--- src/rtl/framer_pkg.sv ---
package framer_pkg;

    localparam int SFD_W   = 16;
    localparam int SIG_W   = 8;
    localparam int SVC_W   = 8;
    localparam int LEN_W   = 16;
    localparam int HDR_MAX = SFD_W + SIG_W + SVC_W + LEN_W;
    localparam int HLEN_W  = $clog2(HDR_MAX + 1);
    localparam int CRC_W   = 16;
    localparam logic [CRC_W-1:0] CRC_POLY = 16'h1021;
    localparam logic [CRC_W-1:0] CRC_SEED = 16'hFFFF;

    typedef enum logic [2:0] {
        PH_IDLE,
        PH_PRE,
        PH_HDR,
        PH_CHK,
        PH_DATA
    } phase_t;

    function automatic logic [CRC_W-1:0] crc_step(input logic [CRC_W-1:0] cur, input logic din);
        logic fb;
        fb = din ^ cur[CRC_W-1];
        return {cur[CRC_W-2:0], 1'b0} ^ (fb ? CRC_POLY : '0);
    endfunction

endpackage

--- src/rtl/framer_hdr_build.sv ---
module framer_hdr_build
    import framer_pkg::*;
#(
    parameter logic [SFD_W-1:0] SFD_VAL = 16'hF3A0
) (
    input  logic [1:0]         mode_i,
    input  logic [SIG_W-1:0]   sig_i,
    input  logic [SVC_W-1:0]   svc_i,
    input  logic [LEN_W-1:0]   len_i,
    output logic [HDR_MAX-1:0] hdr_o,
    output logic [HLEN_W-1:0]  hdr_len_o
);

    always_comb begin
        unique case (mode_i)
            2'd0: begin
                hdr_o     = {SFD_VAL, {(HDR_MAX-SFD_W){1'b0}}};
                hdr_len_o = HLEN_W'(SFD_W);
            end
            2'd1: begin
                hdr_o     = {SFD_VAL, sig_i, {(HDR_MAX-SFD_W-SIG_W){1'b0}}};
                hdr_len_o = HLEN_W'(SFD_W + SIG_W);
            end
            2'd2: begin
                hdr_o     = {SFD_VAL, sig_i, svc_i, {LEN_W{1'b0}}};
                hdr_len_o = HLEN_W'(SFD_W + SIG_W + SVC_W);
            end
            default: begin
                hdr_o     = {SFD_VAL, sig_i, svc_i, len_i};
                hdr_len_o = HLEN_W'(HDR_MAX);
            end
        endcase
    end

endmodule

--- src/rtl/framer_crc16.sv ---
module framer_crc16
    import framer_pkg::*;
(
    input  logic clk,
    input  logic rst,
    input  logic init_i,
    input  logic upd_i,
    input  logic shift_i,
    input  logic bit_i,
    output logic msb_o
);

    logic [CRC_W-1:0] crc_q;

    always_ff @(posedge clk) begin
        if (rst || init_i) begin
            crc_q <= CRC_SEED;
        end else if (upd_i) begin
            crc_q <= crc_step(crc_q, bit_i);
        end else if (shift_i) begin
            crc_q <= {crc_q[CRC_W-2:0], 1'b0};
        end
    end

    assign msb_o = crc_q[CRC_W-1];

    // accumulate, emit and reseed never overlap
    p_ctl_onehot_r4: assert property (@(posedge clk) disable iff (rst)
        $onehot0({init_i, upd_i, shift_i}));

endmodule

--- src/rtl/framer_top.sv ---
module framer_top
    import framer_pkg::*;
#(
    parameter int PRE_W = 8,
    parameter logic [SFD_W-1:0] SFD_VAL = 16'hF3A0
) (
    input  logic             clk,
    input  logic             rst,
    input  logic             start_i,
    input  logic [1:0]       cfg_mode_i,
    input  logic [PRE_W-1:0] cfg_pre_len_i,
    input  logic             cfg_qpsk_i,
    input  logic             cfg_bypass_i,
    input  logic [SIG_W-1:0] cfg_signal_i,
    input  logic [SVC_W-1:0] cfg_service_i,
    input  logic [LEN_W-1:0] cfg_length_i,
    input  logic             pay_bit_i,
    input  logic             pay_valid_i,
    output logic             pay_ready_o,
    output logic             bit_o,
    output logic             bit_valid_o,
    output logic             qpsk_o
);

    localparam int CNT_W = (PRE_W > LEN_W) ? PRE_W : LEN_W;

    phase_t             phase;
    logic [CNT_W-1:0]   cnt;
    logic [HDR_MAX-1:0] hsh;
    logic [HLEN_W-1:0]  hlen_q;
    logic [LEN_W-1:0]   len_q;
    logic               qpsk_q;

    logic [HDR_MAX-1:0] hdr_vec;
    logic [HLEN_W-1:0]  hdr_len;
    logic               crc_msb;
    logic               last;
    logic               take;

    framer_hdr_build #(.SFD_VAL(SFD_VAL)) hdr_i (
        .mode_i    (cfg_mode_i),
        .sig_i     (cfg_signal_i),
        .svc_i     (cfg_service_i),
        .len_i     (cfg_length_i),
        .hdr_o     (hdr_vec),
        .hdr_len_o (hdr_len)
    );

    framer_crc16 crc_i (
        .clk     (clk),
        .rst     (rst),
        .init_i  (phase == PH_IDLE),
        .upd_i   (phase == PH_HDR),
        .shift_i (phase == PH_CHK),
        .bit_i   (hsh[HDR_MAX-1]),
        .msb_o   (crc_msb)
    );

    assign last = (cnt == CNT_W'(1));
    assign take = pay_valid_i && pay_ready_o;

    always_ff @(posedge clk) begin
        if (rst) begin
            phase  <= PH_IDLE;
            cnt    <= '0;
            hsh    <= '0;
            hlen_q <= '0;
            len_q  <= '0;
            qpsk_q <= 1'b0;
        end else begin
            unique case (phase)
                PH_IDLE: begin
                    if (start_i) begin
                        len_q  <= cfg_length_i;
                        qpsk_q <= cfg_qpsk_i;
                        hsh    <= hdr_vec;
                        hlen_q <= hdr_len;
                        if (cfg_bypass_i) begin
                            if (cfg_length_i != '0) begin
                                phase <= PH_DATA;
                                cnt   <= CNT_W'(cfg_length_i);
                            end
                        end else if (cfg_pre_len_i != '0) begin
                            phase <= PH_PRE;
                            cnt   <= CNT_W'(cfg_pre_len_i);
                        end else begin
                            phase <= PH_HDR;
                            cnt   <= CNT_W'(hdr_len);
                        end
                    end
                end
                PH_PRE: begin
                    cnt <= cnt - CNT_W'(1);
                    if (last) begin
                        phase <= PH_HDR;
                        cnt   <= CNT_W'(hlen_q);
                    end
                end
                PH_HDR: begin
                    hsh <= {hsh[HDR_MAX-2:0], 1'b0};
                    cnt <= cnt - CNT_W'(1);
                    if (last) begin
                        phase <= PH_CHK;
                        cnt   <= CNT_W'(CRC_W);
                    end
                end
                PH_CHK: begin
                    cnt <= cnt - CNT_W'(1);
                    if (last) begin
                        if (len_q == '0) begin
                            phase <= PH_IDLE;
                        end else begin
                            phase <= PH_DATA;
                            cnt   <= CNT_W'(len_q);
                        end
                    end
                end
                PH_DATA: begin
                    if (take) begin
                        cnt <= cnt - CNT_W'(1);
                        if (last) begin
                            phase <= PH_IDLE;
                        end
                    end
                end
                default: phase <= PH_IDLE;
            endcase
        end
    end

    always_comb begin
        unique case (phase)
            PH_PRE:  begin bit_o = 1'b1;              bit_valid_o = 1'b1;        end
            PH_HDR:  begin bit_o = hsh[HDR_MAX-1];    bit_valid_o = 1'b1;        end
            PH_CHK:  begin bit_o = ~crc_msb;          bit_valid_o = 1'b1;        end
            PH_DATA: begin bit_o = pay_bit_i;         bit_valid_o = pay_valid_i; end
            default: begin bit_o = 1'b0;              bit_valid_o = 1'b0;        end
        endcase
    end

    assign pay_ready_o = (phase == PH_DATA);
    assign qpsk_o      = (phase == PH_DATA) && qpsk_q;

    // idle block is silent
    p_quiet_idle_r1: assert property (@(posedge clk) disable iff (rst)
        (phase == PH_IDLE) |-> (!bit_valid_o && !pay_ready_o && !qpsk_o));

    // generated bits advance one per cycle
    p_frame_step_r9: assert property (@(posedge clk) disable iff (rst)
        ((phase == PH_PRE || phase == PH_HDR || phase == PH_CHK) && !last)
        |=> (phase == $past(phase) && cnt == $past(cnt) - CNT_W'(1)));

    // header end leads into exactly CRC_W check bits
    p_hdr_to_chk_r4: assert property (@(posedge clk) disable iff (rst)
        (phase == PH_HDR && last) |=> (phase == PH_CHK && cnt == CNT_W'(CRC_W)));

    // a stalled payload stream holds the data phase
    p_data_hold_r5: assert property (@(posedge clk) disable iff (rst)
        (phase == PH_DATA && !take) |=> (phase == PH_DATA && $stable(cnt)));

    // the DQPSK flag only rides on payload slots and never changes within them
    p_qpsk_data_r6: assert property (@(posedge clk) disable iff (rst)
        qpsk_o |-> pay_ready_o);
    p_qpsk_stable_r6: assert property (@(posedge clk) disable iff (rst)
        (pay_ready_o && $past(pay_ready_o)) |-> $stable(qpsk_o));

    // a start request mid-frame does not end or restart the frame
    p_start_ignored_r8: assert property (@(posedge clk) disable iff (rst)
        (phase != PH_IDLE && start_i && !last) |=> (phase != PH_IDLE));

endmodule

--- config.mk ---
export PLATFORM = sky130hd
export DESIGN_NAME = framer_top
export DESIGN_NICKNAME = d
export VERILOG_FILES = /design/src/rtl/framer_pkg.sv /design/src/rtl/framer_hdr_build.sv /design/src/rtl/framer_crc16.sv /design/src/rtl/framer_top.sv
export SDC_FILE = /design/constraint.sdc
export NUM_CORES = 1
export LEC_CHECK = 0
export CORE_ASPECT_RATIO = 0.9
export CORE_MARGIN = 2
export CORE_UTILIZATION = 50
export DETAILED_ROUTE_END_ITERATION = 8
export DONT_BUFFER_PORTS = 1
export PLACE_DENSITY = 0.65
export REMOVE_ABC_BUFFERS = 1
export SYNTH_ARGS = -nofsm -noshare
export SYNTH_HDL_FRONTEND = slang
export SYNTH_SLANG_ARGS = --single-unit
--- constraint.sdc ---
create_clock -name clk -period 3.8 [get_ports clk]
set_input_delay 0.19 -clock clk [delete_from_list [all_inputs] [get_ports clk]]
set_output_delay 0.19 -clock clk [all_outputs]
set_load 0.005 [all_outputs]
# [After elaboration in Yosys (flattened, before gate mapping)]
# Index checks and enable logic that the tools add are counted.
[word_totals] reg_bits=106
[op_classes] n_addsub=1 n_eq_ne=14 mux=30 bitwise=3 reduce_logical=16
[op_table] cell="two-way mux 16 bit" n=10
[op_table] cell="case mux 32 bit (3 select lines)" n=1
[op_table] cell="case mux 48 bit (2 select lines)" n=1
[op_table] cell="case mux 16 bit (5 select lines)" n=1
[op_table] cell="two-way mux 48 bit" n=1
[op_table] cell="two-way mux 3 bit" n=9
[op_table] cell="case mux 6 bit (3 select lines)" n=1
[op_table] cell="== test 16 x 1 -> 1 bit, second input constant" n=1
[op_table] cell="zero test 16 bit" n=1
[op_table] cell="nonzero test 16 bit" n=1
[op_table] cell="subtractor 16 x 1 -> 16 bit, second input constant" n=1
[op_table] cell="XOR 16 bit" n=1
[op_table] cell="case mux 3 bit (5 select lines)" n=1
[op_table] cell="two-way mux 13 bit" n=1
[op_table] cell="two-way mux 8 bit" n=1
[op_table] cell="inequality test 2 bit, second input constant" n=4
[op_table] cell="nonzero test 8 bit" n=1
[op_table] cell="AND reduction 7 bit" n=1
[op_table] cell="== test 3 x 2 -> 1 bit, second input constant" n=2
[op_table] cell="nonzero test 5 bit" n=1
[op_table] cell="inequality test 2 x 1 -> 1 bit, second input constant" n=2
[op_table] cell="case mux 1 bit (4 select lines)" n=1
[op_table] cell="AND reduction 2 bit" n=2
[op_table] cell="AND reduction 4 bit" n=1
[op_table] cell="other kinds (15)" n=17

# [Depth between registers and ports, before layout]
[depth] word_depth=6 depth_mapped=9 mapped_depth_nobuf=8

# [By module]
# A second synthesis with hierarchy kept.
[unflattened] cells_unflattened=748 area_unflattened_um2=5670.4
[modules_own_cells] mod="framer_top" n_inst=1 cells_per_inst=614 area_each_um2=4652.0 seq_area_each_um2=1801.7
[modules_own_cells] mod="framer_crc16" n_inst=1 cells_per_inst=73 area_each_um2=593.1 seq_area_each_um2=320.3
[modules_own_cells] mod="framer_hdr_build" n_inst=1 cells_per_inst=61 area_each_um2=425.4 seq_area_each_um2=0.0

# [Worst setup path before layout]
# No wires, ideal clock.
[synth_path] path_type="register to register" start="reg cnt[1]" end="reg cnt[0]" setup_time_ns=0.128 t_arrival_ns=2.025 required_time_ns=3.672 slack_ns=1.647 path_stages_with_launch=10 path_buffers=1 path_cell_list="dfxtp_1 -> inv_1 -> ha_1 -> nor4b_1 -> nand4_2 -> a221oi_4 -> buf_6 -> nor2_2 -> a211oi_2 -> o32ai_1"
[synth_between] elab_chain_cells=3 elab_cells_between_ends=5 cone_classes="eq/ne (1); mux (4)"
[synth_lines] element="start, declared" line="framer_top.sv:28" text="logic [CNT_W-1:0] cnt;"
[synth_lines] element="start signal, assigned" line="framer_top.sv:81" text="cnt <= CNT_W'(cfg_length_i);"
[synth_lines] element="start signal, assigned" line="framer_top.sv:85" text="cnt <= CNT_W'(cfg_pre_len_i);"
[synth_lines] element="start signal, assigned" line="framer_top.sv:88" text="cnt <= CNT_W'(hdr_len);"
[synth_lines] element="== test 16 x 1 -> 1 bit (*)" line="framer_top.sv:59" text="assign last = (cnt == CNT_W'(1));"
[synth_lines] element="two-way mux 16 bit (on tied branches)" line="framer_top.sv:109, framer_top.sv:94, framer_top.sv:102"
[synth_lines] element="case mux 16 bit (5 select lines) (*)" line="framer_top.sv:71" text="unique case (phase)"
# Mark *: on every way between the ends. The rest lies on a longest branch, timed or not.
# A chain may end at the register's enable or synchronous reset.

# [Worst setup path after layout]
[layout_path] start="reg cnt[1]" end="reg cnt[2]"
[layout_between] elab_chain_cells=4 elab_cells_between_ends=8 cone_classes="add/sub (1); eq/ne (1); mux (6)"
[layout_lines] element="subtractor 16 x 1 -> 16 bit"
[layout_lines] element="two-way mux 16 bit" line="framer_top.sv:110" text="if (len_q == '0) begin"
[layout_lines] element="two-way mux 16 bit" line="framer_top.sv:109" text="if (last) begin"
[layout_lines] element="case mux 16 bit (5 select lines) (*)" line="framer_top.sv:71"
# Mark *: on every way between the ends. The rest lies on a longest branch, timed or not. The select of a mux whose other input is x is not followed.

==> out/results.env <==
RUN_STATUS='complete, no violations'
SYNTH_AREA_LEADERS='sky130_fd_sc_hd__dfxtp_1 43%, sky130_fd_sc_hd__nand2_1 8.3%, sky130_fd_sc_hd__a21oi_1 6.4%'
TIMING_MAX_TRANSITION_VIOLATIONS_FINAL=0
HOLD_VIOLATIONS=0
SYNTH_AREA_LEADER_CELL='sky130_fd_sc_hd__dfxtp_1'
MAXIMUM_NUMBER_OF_PINS_ON_ONE_NET_BEFORE_GLOBAL_ROUTE_REPAIR=87
POWER_REPORT.INTERNAL_TOTAL_mW=1.668
PLACEDCELLCOUNT=677
NUMBER_OF_CLOCK_SINKS=103
POST_SYNTHESIS_MUX_AREA_SHARE_PCT=1.494
POWER.NET_SWITCHING_mW=0.9066
CTS_TREE='done'
NUM_IO_PINS=53
CRITPATHKIND='reg -> reg'
CRIT_PATH_MAX_INCR_DELAY_NS=0.76
SETUP_REPAIR_AFTER_GLOBAL_ROUTING_MISSED_ITS_MARGIN='no'
COMB_POWER_SHARE_PCT=25.0
EDFF_COUNT_SYNTH=0
WORST_EP_REQUIRED_TIME_NS=4.05
FIN_CRIT_SH_PCT=70.44
PWR-SHARE-CLK_PCT=26.1
CRITICAL_PATH.STARTPOINT='cnt[1]'
WIRE_LENGTH_OF_THE_FIRST_GLOBAL_ROUTING_PASS_UM=20800
SYNTH_XOR_AREA_SHARE_PCT=0.9172
SWITCHING_SHARE_PCT=35.21
POST-PLACE-WS_NS=1.166
TIMING.CRITICAL_PATH.SLOWEST_STAGE_CELL='sky130_fd_sc_hd__a221oi_4'
PERIOD_MINUS_SLACK_NS=2.677
TOTAL_LEAKAGE_POWER_nW=1.872
POSTLAYOUTSETUPSLACKWORST_NS=1.123
INITIAL_ANTENNA_VIOLATION_COUNT=0
REMAINING_DRC_ERRORS=0
CTS-ROOT-BUF='sky130_fd_sc_hd__clkbuf_8'
SYNTHARSTFLOPSHARE_PCT=0
POWER.SEQUENTIAL.FRACTION_PCT=48.9
SYNTHESIS.AREA_PER_INSTANCE_SQ_UM=8.106
SYNTH-MAIN-FF-CELL='sky130_fd_sc_hd__dfxtp_1'
SYNTH.DISTINCT_CELLS=66
DIE-HEIGHT_UM=96.71
WORST_SETUP_PATH_END_KIND='register'
ANTENNA_CELLS_INSERTED=0
SYN_INST=589
DIE_AREA_SQ_UM=10350
END_OF_THE_WORST_REGISTER_TO_REGISTER_PATH='cnt[2]'
YS_FF_LATCH=103
LAYOUT_COMMONEST_CELL='sky130_fd_sc_hd__nand2_1'
YS.WARNINGS.COUNT=0
CLOCK.FMAX_MHz=373.6
REG2REG_SETUP_SLACK_NS=1.12
WORSTMARGINPINSLEW_NS=0.9796
WHS_NS=0.008971
TIMING.FINAL.SETUP_VIOLATIONS=0
DR_PASS1_ITERATIONS=6
SYNTH_SEQUENTIAL_AREA_RATIO_PCT=43.19
CLOCK_LATENCY_NS=0.38
TIMING.CRITICAL_PATH.ARRIVAL_NS=2.93
CTS_BUFFERS=9
MAPPEDNETLISTAREA_SQ_UM=4775
TOTALPOWERFINAL_mW=2.575
POST-SYNTH-TOP-AREA-FRACTION_PCT=43.19
PATH_CELLS='inv_1 > ha_1 > nor4b_1 > nand4_2 > a221oi_4 > nor2_1 > a222oi_1 > nor2_1'
INITIAL_CORE_UTIL_PCT=51.85
ORIGIN_OF_THE_CRITICAL_FLOP_TO_FLOP_PATH='cnt[1]'
SYNTH_COMPOUND_GATE_AREA_SHARE_PCT=24.21
CAP_VIOLATIONS=0
PLACE_CONGESTION=0.8307
DETAILED_PLACE_HPWL_UM=7886
CTS_H_TREE_DEPTH=3
MAX_SLEW_MARGIN_PCT=34.45
SETUP.WORST_PATH.START_CLASS='register'
PATH_CLK_SLEW_NS=0.10
P_PER_AREA_nW_PER_UM2=494.3
GR-TOTAL-OVERFLOW=0
AREA.GROWTH.SYNTH_TO_FINAL_PCT=9.093
CORE-AREA_SQ_UM=9208
WORST-R2R-CELL-COUNT=8
SYNTH-SIMPLE-AREA-SHARE_PCT=25.26
DRIVE_ABOVE_1_SHARE_PCT=6.102
VIA_COUNT_OF_THE_FIRST_GLOBAL_ROUTING_PASS=4056
DRT_ITER0_DRC=403
NFILLCELLS=883
CRITICAL_PATH.MAX_FANOUT=19
CLOCK_SKEW_NS=0.01375
MIN_PATH_TYPE='in -> reg'
FINISH.NET_COUNT=636
FINALNONFILLERCELLS=712
FINISH.UTILIZATION_PCT=56.57
CLOCK_TREE.BUFFER_DEPTH=2
CRITICAL_PATH.MOST_COMMON_CELL='sky130_fd_sc_hd__nor2_1'
GRT_UTIL_ALL_LAYERS_PCT=24.73
WIDTH_OF_THE_CHIP_UM=107.0
POWER.IR.VDD_WORST_mV=0.3318
FINALWIRELENGTH_UM=12410
VIAS_PER_CELL=6.197
WORSTSETUPENDPOINT='cnt[2]'
ROWS=33
LEADING_CELL_TYPES_IN_THE_LAYOUT_FILL_AND_TAPS_EXCLUDED='105 x sky130_fd_sc_hd__nand2_1, 103 x sky130_fd_sc_hd__dfxtp_1, 61 x sky130_fd_sc_hd__a21oi_1'
ROUTE.ANTENNA.REMAINING_NETS=0
IO_BUFFER_COUNT=0
WL_PER_CELL_UM=17.43
SYNTH_TOP_FAMILY_BY_AREA='simple AND/OR/NAND/NOR gates'
DETAILROUTE.VIA_COUNT=4412
YOSYS.AREA_SHARE.ADDER_PCT=0.5241
[cell type report]
class | count | area, sq um | area share, %
sequential | 103 | 2062 | 39.59
clock inverter | 6 | 63.81 | 1.225
clock buffer | 10 | 127.6 | 2.450
tap | 122 | 152.6 | 2.931
multi-input combinational | 438 | 2512 | 48.23
timing repair buffer | 27 | 267.8 | 5.141
inverter | 6 | 22.52 | 0.4324
[registers in the layout (all words and copies together), names as in the netlist]
name         cells
cnt             16
crc_i.crc_q     16
hlen_q           3
hsh             48
len_q           16
phase            3
qpsk_q           1
[per-layer routing]
layer  vias up  routed length [um]  global-route usage, %
met4         0                 216                  6.993
met1      2110                5731                  35.61
met2       132                5696                  37.53
met5         -                   0                      0
met3        17                 766                  5.054
li1       2153                   -                      -
[cell families after synthesis]
group | Yosys count
flops | 103
fa+ha+maj | 2
mux | 7
simple gates | 257
buf+inv | 48
xor+xnor | 5
compound gates | 167
[worst min-delay path by stage]
stage | start | endpoint | slack (ns) | depth (start not counted)
detailed placement | rst | hsh[30] | 0.27 | 1
global route | cfg_signal_i[6] | hsh[30] | 0.01 | 2
finish | rst | cnt[14] | 0.009 | 2
floorplan | rst | cnt[11] | 0.26 | 1
global placement | rst | hsh[34] | 0.27 | 1
CTS | rst | cnt[14] | 0.002 | 2
[repair_timing]
action | in CTS | in global routing
endpoints found under the hold margin | 86 | 0
buffers inserted | 0 | 0
resized for setup | 0 | 0
setup endpoints to repair | 0 | 0
hold buffers | 19 | 0
[worst max-delay path, delay by kind of cell (launching register included)]
kind | cells | cell delay, ns
buffers and inverters | 1 | 0.13
flip-flops | 1 | 0.33
AO/OA/AOI/OAI | 2 | 1.10
adder cells (fa/ha/maj) | 1 | 0.16
AND/OR/NAND/NOR | 4 | 0.84
[per-stage QoR]
step	area (sq um)	TNS, ns
5_1_grt	5209	0
2_1_floorplan	4587	-1.467
3_5_place_dp	4810	0
6_report	5209	0
4_1_cts	5209	0
3_3_place_gp	4810	0
[power by group through the flow]
stage          Clock (mW)  Combinational, mW  Sequential [mW]
4_1_cts             0.687              0.642             1.26
5_1_grt             0.734              0.726             1.27
2_1_floorplan           0              0.467             1.26
3_3_place_gp            0              0.593             1.28
3_5_place_dp            0              0.602             1.28
6_report            0.671              0.645             1.26
[synth_stat cells, drive strengths merged, types with 7 or more instances]
cell / count
o21ai: 19
nand3: 23
buf: 16
clkbuf: 26
a22oi: 18
nor4: 16
dfxtp: 103
a222oi: 16
a21oi: 61
nand2b: 7
nor2: 56
nor3: 25
nand2: 105
o31ai: 7
No activity file was read; power rests on OpenSTA's default activity.
